--- config.mk ---
export PLATFORM = sky130hd
export DESIGN_NAME = ext_cs_decode
export DESIGN_NICKNAME = d
export VERILOG_FILES = /design/src/rtl/ext_cs_decode.sv
export SDC_FILE = /design/constraint.sdc
export NUM_CORES = 1
export LEC_CHECK = 0
export ABC_AREA = 1
export ABC_CLOCK_PERIOD_IN_PS = 2300
export BUFFER_PORTS_ARGS = -buffer_cell sky130_fd_sc_hd__buf_2
export CORE_MARGIN = 4
export CORE_UTILIZATION = 55
export DETAILED_ROUTE_END_ITERATION = 12
export HOLD_SLACK_MARGIN = 0.08
export PLACE_DENSITY = 0.84
export RECOVER_POWER = 100
export SLEW_MARGIN = 15
export SYNTH_ARGS = -nofsm -noshare
export SYNTH_HDL_FRONTEND = slang
export SYNTH_SLANG_ARGS = --single-unit
export TNS_END_PERCENT = 1
--- constraint.sdc ---
create_clock -name clk -period 2.3 [get_ports clk]
set_input_delay 0.23 -clock clk [delete_from_list [all_inputs] [get_ports clk]]
set_output_delay 0.23 -clock clk [all_outputs]
set_load 0.02 [all_outputs]
--- src/rtl/ext_cs_decode.sv ---
module ext_cs_decode #(
  parameter int ADDR_W    = 24,
  parameter int BUS_W     = 20,
  parameter int NUM_CS    = 6,
  parameter logic [ADDR_W-1:0] SPEC_BASE = 24'hFF2000,
  parameter logic [ADDR_W-1:0] SPEC_MASK = 24'hFFF000,
  parameter logic [BUS_W-1:0]  CS0_BASE  = 20'hF2000,
  parameter logic [BUS_W-1:0]  CS0_MASK  = 20'hFFF00
) (
  input  logic                      clk,
  input  logic                      rst_n,
  input  logic                      cyc_valid,
  input  logic [ADDR_W-1:0]         cyc_addr,
  input  logic                      ext_route_n,
  input  logic                      cfg_we,
  input  logic [$clog2(NUM_CS)-1:0] cfg_idx,
  input  logic [1:0]                cfg_sel,
  input  logic [BUS_W-1:0]          cfg_wdata,
  output logic [NUM_CS-1:0]         cs_n,
  output logic                      ext_cyc,
  output logic [$clog2(NUM_CS)-1:0] bus_cfg
);
  localparam int IDX_W = $clog2(NUM_CS);
  localparam logic [IDX_W-1:0] DFLT = IDX_W'(NUM_CS - 1);

  logic [BUS_W-1:0]  base_q [NUM_CS];
  logic [BUS_W-1:0]  mask_q [NUM_CS];
  logic [NUM_CS-1:0] en_q;
  logic [NUM_CS-1:0] hit;
  logic [NUM_CS-1:0] win;
  logic [IDX_W-1:0]  win_idx;

  wire [BUS_W-1:0] bus_addr = cyc_addr[BUS_W-1:0];
  wire in_spec  = (cyc_addr & SPEC_MASK) == (SPEC_BASE & SPEC_MASK);
  wire is_ext   = !(in_spec && ext_route_n);

  for (genvar k = 0; k < NUM_CS; k++) begin : g_win
    always_ff @(posedge clk or negedge rst_n) begin
      if (!rst_n) begin
        base_q[k] <= (k == 0) ? CS0_BASE : '0;
        mask_q[k] <= (k == 0) ? CS0_MASK : '0;
        en_q[k]   <= (k == 0);
      end else if (cfg_we && cfg_idx == IDX_W'(k)) begin
        case (cfg_sel)
          2'd0: base_q[k] <= cfg_wdata;
          2'd1: mask_q[k] <= cfg_wdata;
          2'd2: en_q[k]   <= cfg_wdata[0];
          default: ;
        endcase
      end
    end
    assign hit[k] = en_q[k] && ((bus_addr & mask_q[k]) == (base_q[k] & mask_q[k]));
  end

  always_comb begin
    win     = '0;
    win_idx = DFLT;
    for (int k = NUM_CS - 1; k >= 0; k--) begin
      if (hit[k]) begin
        win     = NUM_CS'(1) << k;
        win_idx = IDX_W'(k);
      end
    end
  end

  always_ff @(posedge clk or negedge rst_n) begin
    if (!rst_n) begin
      cs_n    <= '1;
      ext_cyc <= 1'b0;
      bus_cfg <= DFLT;
    end else if (cyc_valid && is_ext) begin
      cs_n    <= ~win;
      ext_cyc <= 1'b1;
      bus_cfg <= win_idx;
    end else begin
      cs_n    <= '1;
      ext_cyc <= 1'b0;
      bus_cfg <= DFLT;
    end
  end

  a_r10_one_select: assert property (@(posedge clk) disable iff (!rst_n)
    $onehot0(~cs_n));

  a_r2_idle_release: assert property (@(posedge clk) disable iff (!rst_n)
    !cyc_valid |=> (&cs_n && !ext_cyc && bus_cfg == DFLT));

  a_r3_internal_quiet: assert property (@(posedge clk) disable iff (!rst_n)
    (cyc_valid && in_spec && ext_route_n) |=> (&cs_n && !ext_cyc));

  a_r9_default_cfg: assert property (@(posedge clk) disable iff (!rst_n)
    (&cs_n) |-> bus_cfg == DFLT);

  a_r8_cfg_names_select: assert property (@(posedge clk) disable iff (!rst_n)
    !(&cs_n) |-> ((~cs_n) == (NUM_CS'(1) << bus_cfg)));

  a_r10_select_needs_ext: assert property (@(posedge clk) disable iff (!rst_n)
    !(&cs_n) |-> ext_cyc);
endmodule

* After elaboration in Yosys (flattened, before gate mapping) *
Cells that the tools add are included.

word-level totals
  bits in registers = 256
  bits in latches = 0
  RAM bits = 0
  memory bits (read-only) = 0
  input bits = 54
  output and inout port bits = 10
  logic and storage cells = 97
  memories kept = 0

operators by class
  $add $sub $neg = 0
  $mul = 0
  divide/modulo/power cells = 0
  order comparisons = 0
  equal/unequal tests = 14
  shift-type cells = 0
  mux-type cells = 14
  bitwise operators = 13
  reductions and logical operators = 35

operator list
  operator                                                         count
  20-bit AND                                                       12
  20-bit == test                                                   6
  6-bit two-way mux                                                7
  2-bit AND reduction                                              18
  3-bit two-way mux                                                5
  1-bit logical AND                                                14
  12-bit == test, second input constant                            1
  3-bit by 2-bit == test with 1-bit output, second input constant  2
  3-bit == test, second input constant                             2
  6-bit NOT                                                        1
  3-bit by 1-bit == test with 1-bit output, second input constant  1
  3-bit zero test                                                  1
  2-bit by 1-bit == test with 1-bit output, second input constant  1
  2-bit == test, second input constant                             1
  2-bit zero test                                                  1
  1-bit two-way mux                                                2
  1-bit zero test                                                  1

* Logic depth before layout (Yosys ltp) *
  depth in word-level cells = 11
  mapped depth = 12
  mapped depth without buffers = 11

* Worst setup path after synthesis *
OpenSTA, ideal clock, no wires.

  path type = register to register
  from = register base_q[81] in the netlist's numbering
  to = register bus_cfg[0]
  library setup time = 0.073 ns
  data arrival time = 1.198 ns
  required time = 2.227 ns
  setup slack = 1.029 ns
  cell stages (with the launch flop) = 9
  path buffers = 0
  period minus slack after synthesis = 1.271 ns
  cell sequence = dfrtp_1 or2_2 nand3_1 nand3_1 nor2_1 nand3_1 nand2_1 inv_1 a21oi_1

on the way
  word-level cells in the longest chain between the ends = 6

RTL lines
  element                            line  RTL
  from (decl)                        26    logic [BUS_W-1:0] base_q [NUM_CS];
  from (signal, indexed assignment)  40    base_q[k] <= (k == 0) ? CS0_BASE : '0;
  from (signal, indexed assignment)  45    2'd0: base_q[k] <= cfg_wdata;
  20-bit AND                         52    assign hit[k] = en_q[k] && ((bus_addr & mask_q[k]) == (base_q[k] & mask_q[k]));
  20-bit == test                     52
  1-bit logical AND                  52
  3-bit two-way mux (2 in series)    59    if (hit[k]) begin
  3-bit two-way mux                  71    end else if (cyc_valid && is_ext) begin
  to (signal assigned)               74    bus_cfg <= win_idx;
  to (decl)                          21    output logic [$clog2(NUM_CS)-1:0] bus_cfg

No other way between the ends.
A chain may end at the register's enable or synchronous reset.

* Final worst setup path *
  from = input port cfg_idx[1]
  to = register mask_q[16] in the netlist's numbering

on the way
  word-level cells in the longest chain between the ends = 3

RTL lines
  element                          line  RTL
  from (decl)                      16    input logic [$clog2(NUM_CS)-1:0] cfg_idx,
  3-bit == test                    43    end else if (cfg_we && cfg_idx == IDX_W'(k)) begin
  1-bit logical AND                43
  2-bit AND reduction (no line)    n/a
  to (signal, indexed assignment)  41    mask_q[k] <= (k == 0) ? CS0_MASK : '0;
  to (signal, indexed assignment)  46    2'd1: mask_q[k] <= cfg_wdata;
  to (decl)                        27    logic [BUS_W-1:0] mask_q [NUM_CS];

No other way between the ends.

==> run metrics <==
pre-CTS WS approximately 0.47 ns; post-synthesis sequential area ratio a little under three fifths; Final nets between 1000 and 1500; std cell rows 52; HPWL after DPL 21.3 mm; final wirelength 32.2 mm; routed via count roughly 10000; CTS sink count about 260; synthesized cell area between 10000 and 15000 µm²; Residual DRC 0; Mapped Cells roughly 1400; worst-path fanout max 28; Slowest-stage cell, CP dlygate4sd3_1; Max VDD drop ~470 µV; commonest cells after routing, fill and taps aside nand2_1 (401), o21ai_0 (288), dfrtp_1 (230); leading area contributor after synthesis dfrtp_1; Reg-to-Reg Start base_q[49]; Final Slew Violations 59; Reg2Reg Depth 9; register area approximately 6400 µm²; Setup Crit Path Kind in2reg; port bufs between 60 and 70; wire length of the first global-routing pass 52.5 mm; Seq cells post-synth 256; # IOs 64; cells taking the most area after synthesis dfrtp_1 (49%), nand2_1 (13%), o21ai_0 (10%), dfstp_2 (5.9%), nor2_1 (4.7%); placer's final routability congestion estimate 0.900; Worst-path clk slew about 0.070 ns; first drt pass iteration count 6; worst slew pin tran ~1.6 ns; Required @ worst endpoint between 2 and 3 ns; number of hold buffers added after cts 5; diode count 0; H-tree Lvls 1; fin crit period a little under 2 ns; syn_area_per_cell 8.23 µm²; hold crit path type in2reg; WL/cell roughly 19 µm; crit path DAT about 2.4 ns; DIE AREA 23500 µm²; most frequent CP cell nand2_1; Crit path max-delay family buffers and inverters; Root Driver clkbuf_16; startpoint types primary input; initial antenna violation count 0; # Post-CTS Setup Buffers 0; clk_skew about 0.009 ns; Cell Chain, Critical Path dlygate4sd3_1 -> clkbuf_1 -> inv_1 -> nand2_1 -> nor2_1 -> nand2_1 -> clkbuf_2 -> o21ai_0; Die H 153 µm; final hold vios 0; Total GRT Usage ~28%; Vias/cell 5.80; RR Endpoint bus_cfg[0]; total CTS buffers 25; Routed Antenna Nets 0; Max Clk Rate between 0.5 and 0.6 GHz; CTS max path bufs 3; RSZ-0062 raised after global routing no; number of fill cells between 1500 and 2000; FFs w/ async S/R, synth between 90% and 100%; Setup crit start cfg_idx[1]; Slew headroom -6.46%; setup TNS 0 ns; largest net degree at the start of global routing 62; total overflow reported by the global router 0; CP endpoint kind flip-flop; multi-input logic area 4460 µm²; CTS tree yes; PD cells a little under 1000 nW/µm²; setup violators final 0; number of synthesis warnings 0; Initial DRC Count between 1000 and 1500; vias in the first global route 9977; Syn Nets around 1500; failing checks capacitance limit, slew limit; layout cells sized above 1 between 10% and 20%; Post-synth EDFFs 0; Post-synth top flop dfrtp_1; Reg2Reg Setup Slack roughly 0.47 ns; Leak ~6.2 nW; max-cap violation count 1; Largest stage delay, worst path ~0.53 ns; Critical Path Sink mask_q[16]; Crit. path cell count 8; final core utilization between 60% and 70%; Final WS setup 0.326 ns; outcome finished, violations left; crit share post-route 85.8%; Initial Utilization a little under three fifths; commonest non-fill, non-tap cell in the layout nand2_1; core area ~20000 µm²; Area Growth Syn to Fin 11.4%; Die W 153 µm; synth unique cells 31; worst skew pair latency 0.53 ns; CTS resizes 0; crit path buf inv count 4; post-synth top area share between 40% and 50%
stage by stage:
stage	std cells	total power, mW	hold WS (ns)	area [µm²]
final	1733	12.7	0.121	13000
after floorplan	1413	7.22	-0.0656	11600
after global routing	1733	13.3	0.140	13000
after detailed placement	1682	7.97	0.205	12000
after global placement	1682	7.83	0.205	12000
after CTS	1733	12.7	0.0877	13100
power by group:
group	switching, mW	internal (mW)
registers	0.551	5.37
logic	1.28	0.752
clock network	1.76	3.01
sequential cells by signal, indices dropped and copies added (netlist names):
| signal | cells |
|---|---|
| ext_cyc | 1 |
| cs_n | 6 |
| base_q | 120 |
| en_q | 6 |
| bus_cfg | 3 |
| mask_q | 120 |
metal layers:
layer  wire length (µm)  track usage, %
met4               1250            10.7
met3               3390            5.51
met2              14700            43.7
met5                  0               0
met1              12800            38.0
worst min-delay path, delay by kind of cell:
kind	cells	cell delay [ns]
and+or+nand+nor	3	0.20
buffers and inverters	1	0.11
AOI/OAI and AO/OA	1	0.06
layout make-up:
type                       count  area share (%)
clock buffer                  36            5.68
clock inverter                10            1.77
inverter                      65            1.88
multi-input combinational   1004            34.4
sequential                   256            49.7
tap                          270            2.61
timing repair buffer          92            3.97
worst min path at each step:
stage | startpoint | end | slack (ns) | cells past startpoint
after floorplan | rst_n | base_q[0] | -0.07 | 0
after global placement | rst_n | base_q[114] | 0.20 | 1
after detailed placement | rst_n | mask_q[54] | 0.20 | 1
after CTS | cfg_idx[0] | en_q[0] | 0.09 | 4
after global routing | cfg_idx[0] | en_q[0] | 0.14 | 4
final | cfg_idx[2] | en_q[3] | 0.12 | 5
cell families (layout without fill, tap and decap cells):
group	count (synthesis)	after routing	share of synthesized area, %
buffers and inverters	153	203	6.12
AO/OA/AOI/OAI	347	347	15.4
AND/OR/NAND/NOR	656	656	23.1
flip-flops	256	256	55.3
XOR/XNOR	1	1	0.0753
Yosys cell counts (2+ instances only):
library cell / instances
a21boi_0: 13
a21o_1: 3
a21oi_1: 28
a31oi_1: 2
buf_2: 20
buf_4: 12
buf_6: 9
clkbuf_1: 47
dfrtp_1: 230
dfstp_2: 26
inv_1: 63
inv_2: 2
nand2_1: 401
nand2_2: 2
nand3_1: 67
nand3b_1: 13
nand4_1: 5
nor2_1: 145
nor2_2: 3
nor3_1: 2
o21ai_0: 238
o21ai_1: 60
or2_2: 14
Note: power is estimated with default switching activity, not from simulation.
